## src/rtl/rgpio_pkg.sv

```systemverilog
package rgpio_pkg;
   localparam int          FRAME_W  = 32;
   localparam int          PIN_W    = 20;
   localparam int          AUX_W    = 4;
   localparam int          RSV_W    = 4;
   localparam int          CODE_W   = 4;
   localparam logic [3:0]  ACT_CODE = 4'b1010;
endpackage

```

## src/rtl/rgpio_sync_edge.sv

```systemverilog
module rgpio_sync_edge #(
   parameter int STAGES = 2
) (
   input  logic clk,
   input  logic rst_n,
   input  logic lnk_clk_i,
   input  logic lnk_dat_i,
   output logic rise_o,
   output logic dat_o
);
   generate
      if (STAGES < 2) begin : g_bad_stages
         $error("rgpio_sync_edge: STAGES must be at least 2");
      end
   endgenerate

   logic [STAGES-1:0] clk_sh;
   logic [STAGES-1:0] dat_sh;
   logic              clk_prev;

   always_ff @(posedge clk or negedge rst_n) begin
      if (!rst_n) begin
         clk_sh   <= '0;
         dat_sh   <= '0;
         clk_prev <= 1'b0;
      end else begin
         clk_sh   <= {clk_sh[STAGES-2:0], lnk_clk_i};
         dat_sh   <= {dat_sh[STAGES-2:0], lnk_dat_i};
         clk_prev <= clk_sh[STAGES-1];
      end
   end

   assign rise_o = clk_sh[STAGES-1] & ~clk_prev;
   assign dat_o  = dat_sh[STAGES-1];

   // a detected rise is a single-cycle pulse
   a_r2_rise_single: assert property (@(posedge clk) disable iff (!rst_n)
      rise_o |=> !rise_o);
endmodule

```

## src/rtl/rgpio_rx.sv

```systemverilog
module rgpio_rx #(
   parameter int FRAME_W = 32
) (
   input  logic               clk,
   input  logic               rst_n,
   input  logic               rise_i,
   input  logic               din_i,
   output logic               frame_end_o,
   output logic [FRAME_W-1:0] hold_o
);
   localparam int CNT_W = $clog2(FRAME_W);
   localparam logic [CNT_W-1:0] LAST = CNT_W'(FRAME_W - 1);

   logic [CNT_W-1:0]   cnt;
   logic [FRAME_W-1:0] sr;
   logic [FRAME_W-1:0] nxt_sr;

   assign nxt_sr      = {din_i, sr[FRAME_W-1:1]};
   assign frame_end_o = rise_i && (cnt == LAST);

   always_ff @(posedge clk or negedge rst_n) begin
      if (!rst_n) begin
         cnt    <= '0;
         sr     <= '0;
         hold_o <= '0;
      end else if (rise_i) begin
         sr  <= nxt_sr;
         cnt <= (cnt == LAST) ? '0 : cnt + 1'b1;
         if (cnt == LAST) hold_o <= nxt_sr;
      end
   end

   // the bit counter advances by one on every link edge within a frame
   a_r2_cnt_step: assert property (@(posedge clk) disable iff (!rst_n)
      (rise_i && cnt != LAST) |=> cnt == $past(cnt) + 1'b1);
   // the holding register moves only right after a frame boundary
   a_r6_hold_boundary: assert property (@(posedge clk) disable iff (!rst_n)
      !frame_end_o |=> $stable(hold_o));
endmodule

```

## src/rtl/rgpio_tx.sv

```systemverilog
module rgpio_tx #(
   parameter int         FRAME_W  = 32,
   parameter int         CODE_W   = 4,
   parameter logic [3:0] ACT_CODE = 4'b1010
) (
   input  logic               clk,
   input  logic               rst_n,
   input  logic               rise_i,
   input  logic               load_i,
   input  logic [FRAME_W-1:0] frame_i,
   output logic               dout_o
);
   logic [FRAME_W-1:0] sr;

   always_ff @(posedge clk or negedge rst_n) begin
      if (!rst_n)      sr <= '0;
      else if (load_i) sr <= frame_i;
      else if (rise_i) sr <= {1'b0, sr[FRAME_W-1:1]};
   end

   assign dout_o = sr[0];

   // a frame loaded at the boundary carries the activation code on top
   a_r7_code_loaded: assert property (@(posedge clk) disable iff (!rst_n)
      load_i |=> sr[FRAME_W-1 -: CODE_W] == ACT_CODE[CODE_W-1:0]);
endmodule

```

## src/rtl/rgpio_bridge.sv

```systemverilog
module rgpio_bridge
   import rgpio_pkg::*;
#(
   parameter int PIN_N       = PIN_W,
   parameter int AUX_N       = AUX_W,
   parameter int SYNC_STAGES = 2
) (
   input  logic             clk,
   input  logic             rst_n,
   input  logic             lnk_clk,
   input  logic             lnk_din,
   output logic             lnk_dout,
   output logic [PIN_N-1:0] ext_drv_o,
   output logic [PIN_N-1:0] ext_oe_o,
   input  logic [PIN_N-1:0] ext_smp_i,
   output logic [AUX_N-1:0] aux_rx_o,
   input  logic [AUX_N-1:0] aux_tx_i
);
   localparam int AUX_LO  = PIN_N;
   localparam int CODE_LO = FRAME_W - CODE_W;
   localparam int RSV_N   = FRAME_W - PIN_N - AUX_N - CODE_W;

   generate
      if (RSV_N != RSV_W) begin : g_bad_layout
         $error("rgpio_bridge: pin, aux, reserved and code fields must fill the frame");
      end
   endgenerate

   logic               rise;
   logic               din_s;
   logic               frame_end;
   logic [FRAME_W-1:0] hold;
   logic [FRAME_W-1:0] tx_frame;
   logic               code_ok;

   rgpio_sync_edge #(.STAGES(SYNC_STAGES)) u_sync (
      .clk(clk), .rst_n(rst_n), .lnk_clk_i(lnk_clk), .lnk_dat_i(lnk_din),
      .rise_o(rise), .dat_o(din_s));

   rgpio_rx #(.FRAME_W(FRAME_W)) u_rx (
      .clk(clk), .rst_n(rst_n), .rise_i(rise), .din_i(din_s),
      .frame_end_o(frame_end), .hold_o(hold));

   assign tx_frame = {ACT_CODE[CODE_W-1:0], {RSV_N{1'b0}}, aux_tx_i, ext_smp_i};

   rgpio_tx #(.FRAME_W(FRAME_W), .CODE_W(CODE_W), .ACT_CODE(ACT_CODE)) u_tx (
      .clk(clk), .rst_n(rst_n), .rise_i(rise), .load_i(frame_end),
      .frame_i(tx_frame), .dout_o(lnk_dout));

   assign code_ok = (hold[CODE_LO +: CODE_W] == ACT_CODE[CODE_W-1:0]);

   generate
      for (genvar g = 0; g < PIN_N; g++) begin : g_pin
         assign ext_drv_o[g] = hold[g];
         assign ext_oe_o[g]  = code_ok;
      end
   endgenerate

   assign aux_rx_o = code_ok ? hold[AUX_LO +: AUX_N] : '0;

   // the pin enables switch as one group
   a_r3_oe_all_or_none: assert property (@(posedge clk) disable iff (!rst_n)
      ($countones(ext_oe_o) == 0) || ($countones(ext_oe_o) == PIN_N));
   // no remote input value is shown while the pins are released
   a_r3_aux_quiet: assert property (@(posedge clk) disable iff (!rst_n)
      (ext_oe_o == '0) |-> (aux_rx_o == '0));
   // no output moves except in the cycle after a frame boundary
   a_r6_pins_hold: assert property (@(posedge clk) disable iff (!rst_n)
      !frame_end |=> ($stable(ext_drv_o) && $stable(ext_oe_o) && $stable(aux_rx_o)));
endmodule

```

## config.mk

```make
export PLATFORM = sky130hd
export DESIGN_NAME = rgpio_bridge
export DESIGN_NICKNAME = d
export VERILOG_FILES = /design/src/rtl/rgpio_pkg.sv /design/src/rtl/rgpio_sync_edge.sv /design/src/rtl/rgpio_rx.sv /design/src/rtl/rgpio_tx.sv /design/src/rtl/rgpio_bridge.sv
export SDC_FILE = /design/constraint.sdc
export NUM_CORES = 1
export LEC_CHECK = 0
export ABC_AREA = 1
export BUFFER_PORTS_ARGS = -buffer_cell sky130_fd_sc_hd__buf_4
export CORE_ASPECT_RATIO = 0.75
export CORE_UTILIZATION = 51
export DETAILED_ROUTE_END_ITERATION = 6
export MAX_ROUTING_LAYER = met4
export PLACE_DENSITY = 0.88
export SLEW_MARGIN = 20
export SYNTH_ARGS = -nofsm -noshare
export SYNTH_HDL_FRONTEND = slang
export SYNTH_HIERARCHICAL = 1
export SYNTH_SLANG_ARGS = --single-unit
```

## constraint.sdc

```tcl
create_clock -name clk -period 1.8 [get_ports clk]
set_input_delay 0.36 -clock clk [delete_from_list [all_inputs] [get_ports clk]]
set_output_delay 0.36 -clock clk [all_outputs]
set_load 0.01 [all_outputs]
```

Yosys cells after proc, flatten, opt, wreduce, memory -nomap -nowiden
Index checks and enable logic that the tools add are counted.

Register bits: 106. Bits in latches: 0. Memory bits (writable): 0. Memory bits (read-only): 0. Bits of input ports: 28. Output and inout port bits: 45. Logic and storage cells: 19. Memories: 0.

$add $sub $neg: 1. Multipliers: 0. Divide/modulo/power cells: 0. $lt $le $gt $ge: 0. Equality and inequality tests: 2. Shifts and indexed selects: 0. Muxes and demuxes: 4. Bitwise operators: 2. Reduce and logical (&&, ||, !) cells: 3.

Operators with widths (number): 32-bit two-way mux (2); 5-bit by 1-bit adder with 5-bit output, second input constant (1); 5-bit == test, second input constant (1); 5-bit two-way mux (1); 4-bit == test, second input constant (1); 4-bit two-way mux (1); 2-bit AND reduction (1); 2-bit nonzero test (1); 1-bit bitwise AND (1); 1-bit logical AND (1); 1-bit NOT (1).

Longest topological paths before layout
Depth in word-level cells: 4. Mapped depth: 11. Mapped depth without buffers: 8.

Cells and area by module
Netlist, hierarchy kept.

Modules (own cells, without submodules): rgpio_rx (times used 1, cells each 261, area an instance 2622.5 sq um, seq. area each 1701.6 sq um); rgpio_tx (times used 1, cells each 174, area an instance 1481.4 sq um, seq. area each 800.8 sq um); rgpio_bridge (times used 1, cells each 35, area an instance 211.5 sq um, seq. area each 0.0 sq um); rgpio_sync_edge (times used 1, cells each 7, area an instance 135.1 sq um, seq. area each 125.1 sq um).

Worst setup path before layout
Ideal clock, no wire load.

Path kind: flip-flop to flip-flop. Start: register u_rx.cnt[0]. End: register u_tx.sr[0]. Setup time: 0.068 ns. Arrival: 1.746 ns. Data required time: 1.732 ns. Path slack: -0.015 ns. Cell stages (with the launch flop): 12. Buffers on the path: 3. Clock period less this slack: 1.815 ns. Cells stage by stage: dfrtp_1 > ha_1 > and3_1 > ha_1 > nand2_1 > buf_6 > inv_1 > buf_6 > nor2_4 > buf_6 > nand2_1 > nand3_1.

Cells in the longest elaborated chain, start to end: 3. Elaborated cells on any way between the ends: 4. Classes of those cells: eq/ne: 1; mux: 1; reduce/logical: 2.

Ends and longest elaborated chain: from (decl) (RTL line rgpio_rx.sv:14) `logic [CNT_W-1:0] cnt;`; from (signal assigned) (RTL line rgpio_rx.sv:28) `cnt <= (cnt == LAST) ? '0 : cnt + 1'b1;`; 5-bit == test * (RTL line rgpio_rx.sv:19) `assign frame_end_o = rise_i && (cnt == LAST);`; 1-bit logical AND * (RTL line rgpio_rx.sv:19); named net frame_end (RTL line rgpio_bridge.sv:31) `logic frame_end;`; 32-bit two-way mux / 2-bit nonzero test (equally long branches); to (signal assigned) (RTL line rgpio_tx.sv:17) `else if (load_i) sr <= frame_i;`; to (signal assigned) (RTL line rgpio_tx.sv:18) `else if (rise_i) sr <= {1'b0, sr[FRAME_W-1:1]};`; to (decl) (RTL line rgpio_tx.sv:13) `logic [FRAME_W-1:0] sr;`.

Mark *: on every way through the listed nets, which the timed path passes. The rest lies on a longest branch. A chain may end at the register's enable or synchronous reset.

Worst setup path after layout
Start: register u_rx.hold_o[31]. End: output ext_oe_o[19].

Cells in the longest elaborated chain, start to end: 1.

Ends and longest elaborated chain: from (decl) (RTL line rgpio_rx.sv:9) `output logic [FRAME_W-1:0] hold_o`; from (signal assigned) (RTL line rgpio_rx.sv:29) `if (cnt == LAST) hold_o <= nxt_sr;`; 4-bit == test (RTL line rgpio_bridge.sv:50) `assign code_ok = (hold[CODE_LO +: CODE_W] == ACT_CODE[CODE_W-1:0]);`; to (decl) (RTL line rgpio_bridge.sv:14) `output logic [PIN_N-1:0] ext_oe_o,`.

Every way passes these cells.

==> results.yml <==
status:
  status: "complete, no violations"
cts:
  cts_tree: "built"
  ctsHoldBuffers: 0
  cts_root_buffer: "clkbuf_8"
  clkSinkCount: 101
  cts_buffers: 9
  clock_path_buffers: 2
  cts.htree.levels: 3
  clk_pin_slew_ns: 0.09
  clk_latency_ns: 0.35
cells_and_area:
  fillCellCount: 644
  drive_gt1_share_pct: 23.4
  nets: 555
  n_antenna_cell: 0
  final_cell_mix: "nand2_1 (133), dfrtp_1 (101), buf_4 (75)"
  layout_commonest_cell: "nand2_1"
  final_core_utilization_pct: 63.9
  areaGrowthSynthToFinish_pct: 19.2
floorplanning:
  die_h_microns: 81.5
  fp.dieW_microns: 108
  start_util_pct: 53.6
  num_rows: 28
  die_area_sq_um: 8810
  core_sq_um: 8020
  ios: 73
power_and_ir_drop:
  pwr-share-clk_pct: 27.7
  p_seq_share_pct: 56.7
  p_leak_nw: 2.49
  vdd_drop_max_mv: 0.465
  p_comb_share_pct: 15.6
  finalPower_mw: 5.07
  sw_frac_of_total_pct: 27.1
  p_sw_mw: 1.38
  powerDensity_nw_per_um2: 990
  p_int_mw: 3.70
global_route:
  grt_use_total_pct: 19.7
  antenna_found_initial: 0
  grt_pass1_wl_microns: 13100
  overflow: 0
  grt_max_degree: 102
  grt_pass1_vias: 2963
timing:
  worstMarginPinSlew_ns: 0.507
  fmax_mhz: 587
  holdWs_ns: 0.0437
  hold_viol: 0
  setup_viol: 0
  fin_crit_sh_pct: 94.6
  fin_crit_ns: 1.70
  clock_skew_ns: 0.00949
  max-slew-margin-rel_pct: 66.2
  slew_viol_final: 0
  tns_ns: 0
drt:
  routed_wl_microns: 8030
  via_per_inst: 4.99
  wl_per_cell_microns: 12.6
  drt_first_pass_iters: 4
  drc_errors: 0
  vias: 3167
  drt_iter0_markers: 177
  ant_nets: 0
critical_path:
  reg2reg_to: "u_tx/sr[21]"
  worst_setup_path_start_kind: "flip-flop"
  path_max_fanout: 8
  arrival_ns: 1.34
  required_ns: 1.44
  r2r-start: "u_rx/cnt[1]"
  path_class: "reg2out"
  rrSetupSlack_ns: 0.11
  cp-end-kind: "output port"
  rr_worst_depth: 9
place:
  numPortBuffers: 72
  routabilityCongestion: 0.731
  dp_hpwl_microns: 4980
yosys:
  synthCells: 465
  yosysWarnings: 6
  synth.cell_area_sq_um: 4300
  synth_area_per_cell_sq_um: 9.25
hold_path:
  hold_path.class: "in2async"
flow_run:
  drv_cap: 0
## layer usage
metal,wire [microns],GRT usage [%],up-vias,part of all wire [%]
met2,3920,32.5,77,49
met1,3620,24.2,1517,45
met5,0,-,-,0
met3,371,4.29,10,4.6
li1,-,-,1563,-
met4,114,6.99,0,1.4
## per-stage QoR
| stage | worst slack (ns) | std cells | cell area, sq um |
|---|---|---|---|
| 2_1_floorplan | 0.00529 | 471 | 4320 |
| 3_3_place_gp | 0.153 | 611 | 4770 |
| 3_5_place_dp | 0.0665 | 611 | 4770 |
| 4_1_cts | 0.0343 | 629 | 4990 |
| 5_1_grt | -0.000304 | 635 | 5120 |
| 6_report | 0.0973 | 635 | 5120 |
## state kept, by name, indices dropped and copies added, names as in the netlist
signal	count
u_tx/sr	32
u_rx/sr	31
u_rx/hold_o	28
u_rx/cnt	5
u_sync/clk_sh	2
u_sync/dat_sh	2
u_sync/clk_prev	1
## worst max-delay path by stage
stage,endpoint,slack [ns],from,cells after the start
2_1_floorplan,u_tx/sr[0],0.005,u_rx/cnt[0],11
4_1_cts,ext_oe_o[8],0.03,u_rx/hold_o[31],5
6_report,ext_oe_o[19],0.1,u_rx/hold_o[31],5
3_5_place_dp,u_tx/sr[27],0.07,u_rx/cnt[0],9
5_1_grt,u_tx/sr[1],-0.0003,u_rx/cnt[1],9
3_3_place_gp,u_tx/sr[20],0.15,u_rx/cnt[0],9
## critical path, cell delays in order, from the launching register on
cell and delay (ns):
dfrtp_1 0.39, nand2_1 0.09, inv_2 0.06, nand2_8 0.12, clkinvlp_4 0.17, buf_6 0.16
## power by group through the flow
stage               Combinational, mW  Clock (mW)  Sequential, mW
finish                          0.790        1.40            2.88
CTS                             0.714        1.45            2.87
floorplan                       0.510           0            2.85
global placement                0.657           0            2.89
detailed placement              0.709           0            2.91
global route                    0.911        1.53            2.93
## cell type report
type / count / area [sq um] / area share, %
clock buffer: 13 / 149 / 2.91
clock inverter: 3 / 45.0 / 0.879
inverter: 40 / 156 / 3.05
multi-input combinational: 283 / 1330 / 26.0
sequential: 101 / 2530 / 49.3
tap: 105 / 131 / 2.56
timing repair buffer: 87 / 761 / 14.8
timing repair inverter: 3 / 22.5 / 0.439
## repair_timing
action | 4_1_cts | 5_1_grt
gates cloned | 2 | 4
setup buffers | 0 | 2
pin swaps | 0 | 3
gates resized for setup | 4 | 15
endpoints found under the setup margin | 20 | 44
(Power assumes the default switching activity.)
